--- src/rtl/pwrseq_pkg.sv ---
package pwrseq_pkg;

    localparam int ENTRY_W = 56;

    typedef enum logic [3:0] {
        OP_READ  = 4'd0,
        OP_WRITE = 4'd1,
        OP_POLL  = 4'd2,
        OP_DELAY = 4'd3,
        OP_END   = 4'd4
    } op_e;

    // Field order is the packing of one table entry, most significant first.
    typedef struct packed {
        logic [15:0] offset;
        logic [7:0]  cut_sel;
        logic [3:0]  fab_sel;
        logic [3:0]  port_sel;
        logic [3:0]  space;
        logic [3:0]  op;
        logic [7:0]  bitmask;
        logic [7:0]  data;
    } step_t;

    localparam step_t STOP_STEP = '{
        offset: 16'h0000, cut_sel: 8'hFF, fab_sel: 4'hF, port_sel: 4'hF,
        space: 4'h0, op: 4'd4, bitmask: 8'h00, data: 8'h00
    };

    typedef enum logic [2:0] {
        ST_IDLE, ST_EVAL, ST_READ, ST_WRITE, ST_WAIT, ST_DONE
    } state_e;

endpackage

--- src/rtl/pwrseq_match.sv ---
module pwrseq_match (
    input  logic [7:0] cut_sel,
    input  logic [3:0] fab_sel,
    input  logic [3:0] port_sel,
    input  logic [7:0] cfg_cut,
    input  logic [3:0] cfg_fab,
    input  logic [3:0] cfg_port,
    output logic       hit
);
    always_comb begin
        hit = (|(cut_sel & cfg_cut)) && (|(fab_sel & cfg_fab)) && (|(port_sel & cfg_port));
    end
endmodule

--- src/rtl/pwrseq_timer.sv ---
module pwrseq_timer #(
    parameter int CYC_PER_US = 125,
    parameter int US_PER_MS  = 1000
) (
    input  logic        clk,
    input  logic        rst_n,
    input  logic        load,
    input  logic [15:0] amount,
    input  logic        unit_ms,
    output logic        expired
);
    localparam int PRE_W = (CYC_PER_US > 1) ? $clog2(CYC_PER_US) : 1;
    localparam int MS_W  = (US_PER_MS > 1) ? $clog2(US_PER_MS) : 1;

    typedef struct packed {
        logic [15:0]      rem;
        logic [PRE_W-1:0] pre;
        logic [MS_W-1:0]  msc;
        logic             ms;
    } tm_t;

    tm_t  tm_d, tm_q;
    logic us_tick, unit_tick;

    always_comb begin
        tm_d      = tm_q;
        us_tick   = (tm_q.pre == PRE_W'(CYC_PER_US - 1));
        unit_tick = tm_q.ms ? (us_tick && (tm_q.msc == MS_W'(US_PER_MS - 1))) : us_tick;
        tm_d.pre  = us_tick ? '0 : tm_q.pre + 1'b1;
        if (us_tick && tm_q.ms) begin
            tm_d.msc = (tm_q.msc == MS_W'(US_PER_MS - 1)) ? '0 : tm_q.msc + 1'b1;
        end
        if (unit_tick && (tm_q.rem != '0)) begin
            tm_d.rem = tm_q.rem - 16'd1;
        end
        if (load) begin
            tm_d.rem = amount;
            tm_d.pre = '0;
            tm_d.msc = '0;
            tm_d.ms  = unit_ms;
        end
    end

    always_ff @(posedge clk or negedge rst_n) begin
        if (!rst_n) tm_q <= '0;
        else        tm_q <= tm_d;
    end

    assign expired = (tm_q.rem == '0);

    AST_REM_STEP: assert property (@(posedge clk) disable iff (!rst_n)
        !load |=> (tm_q.rem == $past(tm_q.rem)) || (tm_q.rem == $past(tm_q.rem) - 16'd1))
        else $error("remaining count jumped");

endmodule

--- src/rtl/pwrseq_engine.sv ---
module pwrseq_engine
    import pwrseq_pkg::*;
#(
    parameter int N_ENTRIES  = 2,
    parameter logic [N_ENTRIES*ENTRY_W-1:0] TABLE = {N_ENTRIES{STOP_STEP}},
    parameter int POLL_LIMIT = 10000,
    parameter int CYC_PER_US = 125,
    parameter int US_PER_MS  = 1000
) (
    input  logic                             clk,
    input  logic                             rst_n,
    input  logic                             start,
    input  logic [7:0]                       cfg_cut,
    input  logic [3:0]                       cfg_fab,
    input  logic [3:0]                       cfg_port,
    output logic                             bus_rd,
    output logic                             bus_wr,
    output logic [19:0]                      bus_addr,
    output logic [7:0]                       bus_wdata,
    input  logic [7:0]                       bus_rdata,
    input  logic                             bus_ready,
    output logic                             busy,
    output logic                             done,
    output logic                             error,
    output logic [$clog2(N_ENTRIES+1)-1:0]   fail_idx,
    output logic [7:0]                       rd_value
);
    localparam int IDX_W = $clog2(N_ENTRIES + 1);
    localparam int CNT_W = $clog2(POLL_LIMIT + 1);

    typedef struct packed {
        state_e           st;
        logic [IDX_W-1:0] idx;
        logic [CNT_W-1:0] tries;
        logic [7:0]       wbuf;
        logic [7:0]       rval;
        logic             err;
        logic [IDX_W-1:0] fidx;
    } core_t;

    core_t c_d, c_q;
    step_t cur;
    logic  past_end, hit, tmr_load, tmr_expired, poll_ok;
    int    sel;

    always_comb begin
        past_end = (c_q.idx >= IDX_W'(N_ENTRIES));
        sel      = past_end ? 0 : int'(c_q.idx);
        cur      = past_end ? STOP_STEP : step_t'(TABLE[sel*ENTRY_W +: ENTRY_W]);
        poll_ok  = (((bus_rdata ^ cur.data) & cur.bitmask) == 8'h00);
    end

    pwrseq_match u_match (
        .cut_sel (cur.cut_sel),
        .fab_sel (cur.fab_sel),
        .port_sel(cur.port_sel),
        .cfg_cut (cfg_cut),
        .cfg_fab (cfg_fab),
        .cfg_port(cfg_port),
        .hit     (hit)
    );

    pwrseq_timer #(
        .CYC_PER_US(CYC_PER_US),
        .US_PER_MS (US_PER_MS)
    ) u_timer (
        .clk    (clk),
        .rst_n  (rst_n),
        .load   (tmr_load),
        .amount (cur.offset),
        .unit_ms(cur.data[0]),
        .expired(tmr_expired)
    );

    always_comb begin
        c_d      = c_q;
        tmr_load = 1'b0;
        unique case (c_q.st)
            ST_IDLE, ST_DONE: begin
                if (start) begin
                    c_d.st    = ST_EVAL;
                    c_d.idx   = '0;
                    c_d.tries = '0;
                    c_d.err   = 1'b0;
                    c_d.fidx  = '0;
                end
            end
            ST_EVAL: begin
                if (past_end) begin
                    c_d.err  = 1'b1;
                    c_d.fidx = c_q.idx;
                    c_d.st   = ST_DONE;
                end else if (!hit) begin
                    c_d.idx = c_q.idx + 1'b1;
                end else begin
                    case (cur.op)
                        OP_READ, OP_WRITE, OP_POLL: begin
                            c_d.st    = ST_READ;
                            c_d.tries = '0;
                        end
                        OP_DELAY: begin
                            tmr_load = 1'b1;
                            c_d.st   = ST_WAIT;
                        end
                        OP_END:  c_d.st = ST_DONE;
                        default: begin
                            c_d.err  = 1'b1;
                            c_d.fidx = c_q.idx;
                            c_d.st   = ST_DONE;
                        end
                    endcase
                end
            end
            ST_READ: begin
                if (bus_ready) begin
                    if (cur.op == OP_READ) begin
                        c_d.rval = bus_rdata & cur.bitmask;
                        c_d.idx  = c_q.idx + 1'b1;
                        c_d.st   = ST_EVAL;
                    end else if (cur.op == OP_WRITE) begin
                        c_d.wbuf = (bus_rdata & ~cur.bitmask) | (cur.data & cur.bitmask);
                        c_d.st   = ST_WRITE;
                    end else if (poll_ok) begin
                        c_d.idx = c_q.idx + 1'b1;
                        c_d.st  = ST_EVAL;
                    end else if (c_q.tries == CNT_W'(POLL_LIMIT - 1)) begin
                        c_d.err  = 1'b1;
                        c_d.fidx = c_q.idx;
                        c_d.st   = ST_DONE;
                    end else begin
                        c_d.tries = c_q.tries + 1'b1;
                    end
                end
            end
            ST_WRITE: begin
                if (bus_ready) begin
                    c_d.idx = c_q.idx + 1'b1;
                    c_d.st  = ST_EVAL;
                end
            end
            ST_WAIT: begin
                if (tmr_expired) begin
                    c_d.idx = c_q.idx + 1'b1;
                    c_d.st  = ST_EVAL;
                end
            end
            default: c_d.st = ST_IDLE;
        endcase
    end

    always_ff @(posedge clk or negedge rst_n) begin
        if (!rst_n) begin
            c_q    <= '0;
            c_q.st <= ST_IDLE;
        end else begin
            c_q <= c_d;
        end
    end

    assign bus_rd    = (c_q.st == ST_READ);
    assign bus_wr    = (c_q.st == ST_WRITE);
    assign bus_addr  = {cur.space, cur.offset};
    assign bus_wdata = c_q.wbuf;
    assign busy      = (c_q.st != ST_IDLE) && (c_q.st != ST_DONE);
    assign done      = (c_q.st == ST_DONE);
    assign error     = c_q.err && done;
    assign fail_idx  = c_q.fidx;
    assign rd_value  = c_q.rval;

    AST_RW_EXCL: assert property (@(posedge clk) disable iff (!rst_n)
        !(bus_rd && bus_wr)) else $error("read and write together");
    AST_ADDR_HOLD: assert property (@(posedge clk) disable iff (!rst_n)
        (bus_rd || bus_wr) && !bus_ready |=> $stable(bus_addr) && $stable(bus_wdata))
        else $error("address moved before ready");
    AST_SKIP_QUIET: assert property (@(posedge clk) disable iff (!rst_n)
        (c_q.st == ST_EVAL) && !past_end && !hit |=> !bus_rd && !bus_wr)
        else $error("skipped step touched the bus");
    AST_WR_AFTER_RD: assert property (@(posedge clk) disable iff (!rst_n)
        $rose(bus_wr) |-> $past(bus_rd && bus_ready))
        else $error("write without preceding read");
    AST_TRIES_BOUND: assert property (@(posedge clk) disable iff (!rst_n)
        bus_rd |-> (c_q.tries < CNT_W'(POLL_LIMIT)))
        else $error("poll attempts over budget");
    AST_DONE_HOLD: assert property (@(posedge clk) disable iff (!rst_n)
        done && !start |=> done && (error == $past(error)))
        else $error("done or error changed without start");
    AST_BUSY_NO_RESTART: assert property (@(posedge clk) disable iff (!rst_n)
        busy && start |=> busy || done)
        else $error("start disturbed a running sequence");

endmodule

--- config.mk ---
export PLATFORM = sky130hd
export DESIGN_NAME = pwrseq_engine
export DESIGN_NICKNAME = d
export VERILOG_FILES = /design/src/rtl/pwrseq_pkg.sv /design/src/rtl/pwrseq_match.sv /design/src/rtl/pwrseq_timer.sv /design/src/rtl/pwrseq_engine.sv
export SDC_FILE = /design/constraint.sdc
export NUM_CORES = 1
export LEC_CHECK = 0
export BUFFER_PORTS_ARGS = -buffer_cell sky130_fd_sc_hd__buf_2
export CAP_MARGIN = 20
export CORE_MARGIN = 1
export CORE_UTILIZATION = 33
export CTS_CLUSTER_SIZE = 20
export DETAILED_ROUTE_END_ITERATION = 8
export GPL_TIMING_DRIVEN = 0
export MAX_ROUTING_LAYER = met4
export PLACE_DENSITY = 0.68
export SLEW_MARGIN = 40
export SYNTH_ARGS = -nofsm -noshare
export SYNTH_HDL_FRONTEND = slang
export SYNTH_SLANG_ARGS = --single-unit
export TNS_END_PERCENT = 50
--- constraint.sdc ---
create_clock -name clk -period 2.4 [get_ports clk]
set_clock_uncertainty 0.2 [all_clocks]
set_input_delay 0.24 -clock clk [delete_from_list [all_inputs] [get_ports clk]]
set_output_delay 0.24 -clock clk [all_outputs]
set_load 0.02 [all_outputs]
==> results of run 1 <==
## cells in the mapped netlist, types with 3 or more instances
cell type / instances / share of area, %
a21oi_1: 3 / 0.80
buf_4: 38 / 15
clkbuf_1: 3 / 0.60
dfrtp_1: 31 / 41
ha_1: 4 / 2.7
inv_1: 8 / 1.6
nand2_1: 11 / 2.2
nand3_1: 6 / 1.6
nor2_1: 23 / 4.6
nor3_1: 6 / 1.6
nor4_1: 6 / 2.0
o211ai_1: 3 / 1.2
o21ai_0: 4 / 1.1
or3_1: 4 / 1.3
xnor2_1: 5 / 2.3
xor2_1: 12 / 5.6
## metrics by stage
step / setup TNS, ps / worst slack, ps
6_report: 0 / 75.6
5_1_grt: -5.32 / -5.32
4_1_cts: 0 / 17.0
3_5_place_dp: 0 / 32.4
3_3_place_gp: 0 / 42.2
2_1_floorplan: 0 / 173
## timing repair
action | in CTS | in global routing
hold buffers | 2 | 0
hold endpoints to repair | 32 | 0
resized for setup | 0 | 3
setup endpoints to repair | 0 | 5
## logic make-up (layout without fill, tap and decap cells)
| kind of cell | count (synthesis) | after routing | synth area share (%) |
|---|---|---|---|
| simple gates | 68 | 68 | 18.0 |
| buf+inv | 50 | 86 | 18.0 |
| flops | 31 | 31 | 41.3 |
| compound gates | 28 | 28 | 10.8 |
| xor+xnor | 17 | 17 | 7.92 |
| fa+ha+maj | 4 | 4 | 2.66 |
| mux | 2 | 2 | 1.20 |
| other cells | 1 | 36 | 0.199 |
## metal layers
metal  routed length [um]  vias up  track usage, %
li1                     -      757               -
met4                   77        0            9.06
met3                  182        8            2.94
met5                    0        -               -
met1                 1490      631            14.1
met2                 1440       45            17.7
## power by group
group,switching (uW),internal [uW]
logic,276,208
registers,31.7,568
clock network,197,203
total,504,980
## registers in the layout, indices dropped and copies added (netlist names)
signal and cells:
u_timer.tm_q 23, c_q 6, fail_idx 2
## worst reg2reg max path, stage by stage, from the launching register on
cell	delay, ps
dfrtp_1	400
or3_4	400
or3_1	340
buf_6	150
a211oi_4	300
o21ai_2	110
mux2_1	320
## worst max path at each step
stage                           from               end
floorplan           u_timer.tm_q[30]           c_q[33]
global placement    u_timer.tm_q[30]           c_q[33]
detailed placement  u_timer.tm_q[30]           c_q[33]
CTS                 u_timer.tm_q[30]           c_q[33]
global route        u_timer.tm_q[11]  u_timer.tm_q[31]
finish              u_timer.tm_q[30]           c_q[34]
## area by class of cell
| class | instances | area, sq um |
|---|---|---|
| flip-flops and latches | 31 | 776 |
| clock buffers | 7 | 76.3 |
| repair buffers | 28 | 150 |
| fillers | 554 | 3160 |
| multi-input cells | 155 | 912 |
| plain buffers | 42 | 308 |
| well taps | 72 | 90.1 |
| clock inverters | 1 | 5.00 |
| inverters | 8 | 30.0 |
==> out/metrics.csv, run 1 <==
metric,value,unit
Total GRT Usage,12.0,%
routed wire length,3.19,mm
Avg Vias per Cell,4.19,
number of flops mapped to enable cells by yosys,0,
DR pass1 iterations,4,
design area,0.00235,sq mm
Register-to-Register Path Depth,6,
final total power,1480,uW
hold endpoint,c_q[37],
worst slew pin tran,703,ps
Layout Cells excl Fill,344,
most frequent cells in the layout,"buf_4, conb_1, dfrtp_1",
largest net degree at the start of global routing,32,
worst-skew pair later-pin latency,290,ps
# DRC,0,
GPL Wtd Cong,0.819,
Top delay family on crit path,simple AND/OR/NAND/NOR gates,
total gr overflow,0,
Post-CTS Setup Inserts,0,
synth unique cells,42,
Critical Path RT,2380,ps
maxcap violations,0,
dpl cell area,0.00223,sq mm
RSZ-0062 raised after global routing,true,
H-tree depth,2,
crit path kind,register to register,
die area,0.00600,sq mm
ys flop type,dfrtp_1,
asr flop ratio synth,100,%
share of cells above drive strength 1,28.7,%
CP startpoint kind,register,
Hold Path Stages,6,
clock sinks,31,
worst vdd ir,0.525,mV
Hold Crit Start,cfg_cut[7],
Final Hold Viols,0,
highest clock rate,0.430,GHz
root buffer cell,clkbuf_8,
"commonest non-fill, non-tap cell in the layout",buf_4,
slew margin rel.,53.2,%
die extent in y,77.5,um
DP HPWL,2.36,mm
Worst Path Arrival,2300,ps
io pins,71,
Worst-path clk slew,70,ps
register area share after synthesis,41.3,%
global-route wire length before repair,5.35,mm
worst-path maximum fanout,7,
initial core utilization,34.2,%
placed insts,334,
Hold/Removal Path Class,input port to register,
die width,77.5,um
WHS,191,ps
CP peak stage delay,400,ps
Avg Inst Size Synth,9.36,sq um
Setup-failing EPs final,0,
CTS tree,done,
Routed Antenna Nets,0,
routed vias,1441,
Lkg Pwr,0.00130,uW
Inserted Diodes,0,
vias in the first global route,1228,
Crit path buffers/inverters,1,
fin. max-slew vios,0,
synthesis-stage register bit count,31,
Layout Utilization,42.6,%
Nets,303,
CTS max path bufs,2,
reg2reg setup slack,80,ps
Synth warnings,0,
DR iter-0 viols,94,
cell breakdown of the critical path,"or3_4, or3_1, buf_6, a211oi_4, o21ai_2, mux2_1",
Post-Syn Area,0.00188,sq mm
Tcrit/Tclk final,96.8,%
CTS buffer count,5,
Avg WL per Cell,9.26,um
cell count after synthesis,201,
Core Region,0.00551,sq mm
Crit. path cell count,6,
pwr/cell area,632,mW/mm^2
Final min period,2320,ps
reg-to-reg endpoint,c_q[34],
PortBufs,26,
initial antenna violation count,0,
Worst setup EP type,register,
CP max stage cell,dfrtp_1,
# rows,27,
P&R area growth vs syn,24.8,%
Crit Reg-Reg Startpoint,u_timer.tm_q[30],
status,finished clean,
Power figures use the tool's default switching activity.
==> run 2: changes to the inputs <==
--- a/config.mk
+++ b/config.mk
@@ -7,8 +7,10 @@
 export LEC_CHECK = 0
 export BUFFER_PORTS_ARGS = -buffer_cell sky130_fd_sc_hd__buf_2
 export CAP_MARGIN = 20
+export CORE_ASPECT_RATIO = 0.75
 export CORE_MARGIN = 1
 export CORE_UTILIZATION = 33
+export CTS_CLUSTER_DIAMETER = 50
 export CTS_CLUSTER_SIZE = 20
 export DETAILED_ROUTE_END_ITERATION = 8
 export GPL_TIMING_DRIVEN = 0
==> run 2 against run 1 <==
  * Routed wire length is 1.2% lower
  * Register-to-register slack better by 40 ps
  * Clock power hardly changed
  * Via count is 2.1% lower
  * Sequential power hardly changed
  * Utilization is 0.87 points higher
==> out/metrics.csv, run 2 (synthesized netlist as in run 1, its figures left out) <==
metric,value,unit,change
RSZ-0062 raised after global routing,false,,was true
P&R area growth vs syn,25.1,%,was 24.8%
Final Hold Viols,0,,unchanged
DP HPWL,2.39,mm,was 2.36 mm
die extent in y,67.4,um,was 77.5 um
Tcrit/Tclk final,95.3,%,was 96.8%
# rows,23,,was 27
routed vias,1411,,was 1441
area of the multi-input gates,912,sq um,unchanged
Critical Path RT,2380,ps,about the same
Worst setup EP type,register,,unchanged
CTS max path bufs,2,,unchanged
CTS tree,done,,unchanged
Total GRT Usage,12.1,%,was 12.0%
Fillers,546,,was 554
total gr overflow,0,,unchanged
global-route wire length before repair,5.24,mm,was 5.35 mm
CP startpoint kind,register,,unchanged
die area,0.00601,sq mm,was 0.00600 sq mm
share of cells above drive strength 1,29.4,%,was 28.7%
worst-path maximum fanout,7,,unchanged
Inserted Diodes,0,,unchanged
Nets,303,,unchanged
vias in the first global route,1136,,was 1228
worst slew pin tran,663,ps,was 703 ps
# DRC,0,,unchanged
crit path kind,register to register,,unchanged
Hold Crit Start,cfg_cut[7],,unchanged
Layout Cells excl Fill,347,,was 344
Core Region,0.00541,sq mm,was 0.00551 sq mm
Lkg Pwr,0.00130,uW,about the same
worst-skew pair later-pin latency,290,ps,about the same
"commonest non-fill, non-tap cell in the layout",buf_4,,unchanged
initial core utilization,34.8,%,was 34.2%
status,finished clean,,unchanged
max reg flops,23,,unchanged
fin. max-slew vios,0,,unchanged
pwr/cell area,626,mW/mm^2,was 632 mW/mm^2
die width,89.2,um,was 77.5 um
highest clock rate,0.437,GHz,was 0.430 GHz
Worst Path Arrival,2260,ps,was 2300 ps
largest net degree at the start of global routing,32,,unchanged
io pins,71,,unchanged
DR iter-0 viols,113,,was 94
cell breakdown of the critical path,"or3_4, or3_1, buf_6, a211oi_4, o21ai_2, mux2_1",,unchanged
CP peak stage delay,420,ps,was 400 ps
placed insts,337,,was 334
PortBufs,26,,unchanged
Avg WL per Cell,9.08,um,was 9.26 um
Register-to-Register Path Depth,6,,unchanged
maxcap violations,0,,unchanged
worst vdd ir,0.510,mV,was 0.525 mV
Hold/Removal Path Class,input port to register,,unchanged
Avg Vias per Cell,4.07,,was 4.19
Worst-path clk slew,70,ps,about the same
routed wire length,3.15,mm,was 3.19 mm
Routed Antenna Nets,0,,unchanged
final worst slack,113,ps,was 75.6 ps
Setup WS pre-CTS,24.6,ps,was 32.4 ps
Final min period,2290,ps,was 2320 ps
Register Area,776,sq um,unchanged
Setup-failing EPs final,0,,unchanged
Crit Reg-Reg Startpoint,u_timer.tm_q[29],,was u_timer.tm_q[30]
initial antenna violation count,0,,unchanged
Sum Neg Setup Slack,0,ps,unchanged
reg2reg setup slack,110,ps,was 80 ps
GPL Wtd Cong,0.789,,was 0.819
Top reg by flops,u_timer.tm_q,,unchanged
CP max stage cell,dfrtp_1,,unchanged
slew margin rel.,55.8,%,was 53.2%
clock sinks,31,,unchanged
hold endpoint,c_q[37],,unchanged
root buffer cell,clkbuf_8,,unchanged
Hold Path Stages,6,,unchanged
DR pass1 iterations,4,,unchanged
H-tree depth,2,,unchanged
Post-CTS Setup Inserts,0,,unchanged
reg-to-reg endpoint,c_q[33],,was c_q[34]
most frequent cells in the layout,"buf_4, conb_1, dfrtp_1",,unchanged
CTS buffer count,5,,unchanged
-- run 2: changes by cell type in the layout (fill, tap and decap cells not counted), sizes merged --
| cell | previous run | this run |
|---|---|---|
| clkbuf | 10 | 8 |
| clkinv | 1 | 3 |
-- run 2: where the power goes --
part / internal, uW / switching [uW] / leakage (uW) / total [uW]
combinational: 208 / 269 / 0.000849 / 477
clock: 198 / 199 / 0.0000477 / 397
sequential: 568 / 30.0 / 0.000407 / 598
total: 974 / 499 / 0.00130 / 1470
-- run 2: cell type report --
class	count	share of cell area (%)
clock inverter	3	0.638
timing repair buffer	28	6.38
inverter	8	1.28
buffer	42	13.1
multi-input combinational	155	38.8
clock buffer	5	2.92
tap	75	3.99
sequential	31	33.0
-- run 2: worst max path at each step --
stage | start | endpoint | slack [ps]
3_5_place_dp | u_timer.tm_q[30] | c_q[33] | 20
6_report | u_timer.tm_q[29] | c_q[33] | 110
2_1_floorplan | u_timer.tm_q[30] | c_q[33] | 170
3_3_place_gp | u_timer.tm_q[30] | c_q[33] | 30
5_1_grt | u_timer.tm_q[29] | c_q[34] | 20
4_1_cts | u_timer.tm_q[30] | c_q[33] | 10
-- run 2: worst max-delay path, delay by kind of cell, from the launching register on --
family                 cells  cell delay (ps)
AND/OR/NAND/NOR            2              730
flip-flops                 1              420
AO/OA/AOI/OAI              2              370
multiplexers               1              320
buffers and inverters      1              150
-- run 2: what timing repair did --
| action | 4_1_cts | 5_1_grt |
|---|---|---|
| hold endpoints to repair | 32 | 0 |
| endpoints found under the setup margin | 0 | 3 |
| hold buffers | 2 | 0 |
| gates resized for setup | 0 | 3 |
-- run 2: metal layers --
metal,vias up,track usage [%],share of wire (%)
met3,9,2.57,3.8
met5,-,-,0
met2,31,15.2,42
met4,0,8.33,2.9
met1,620,17.0,51
li1,751,-,-
-- run 2: stage by stage --
step	power, uW	hold WS [ps]	utilization, %	instance area [sq um]
final	1470	201	43.5	2350
after global routing	1580	224	43.5	2350
after CTS	1480	198	43.2	2340
after detailed placement	1070	121	41.3	2240
after global placement	1070	123	41.3	2240
after floorplan	967	-256	-	2010
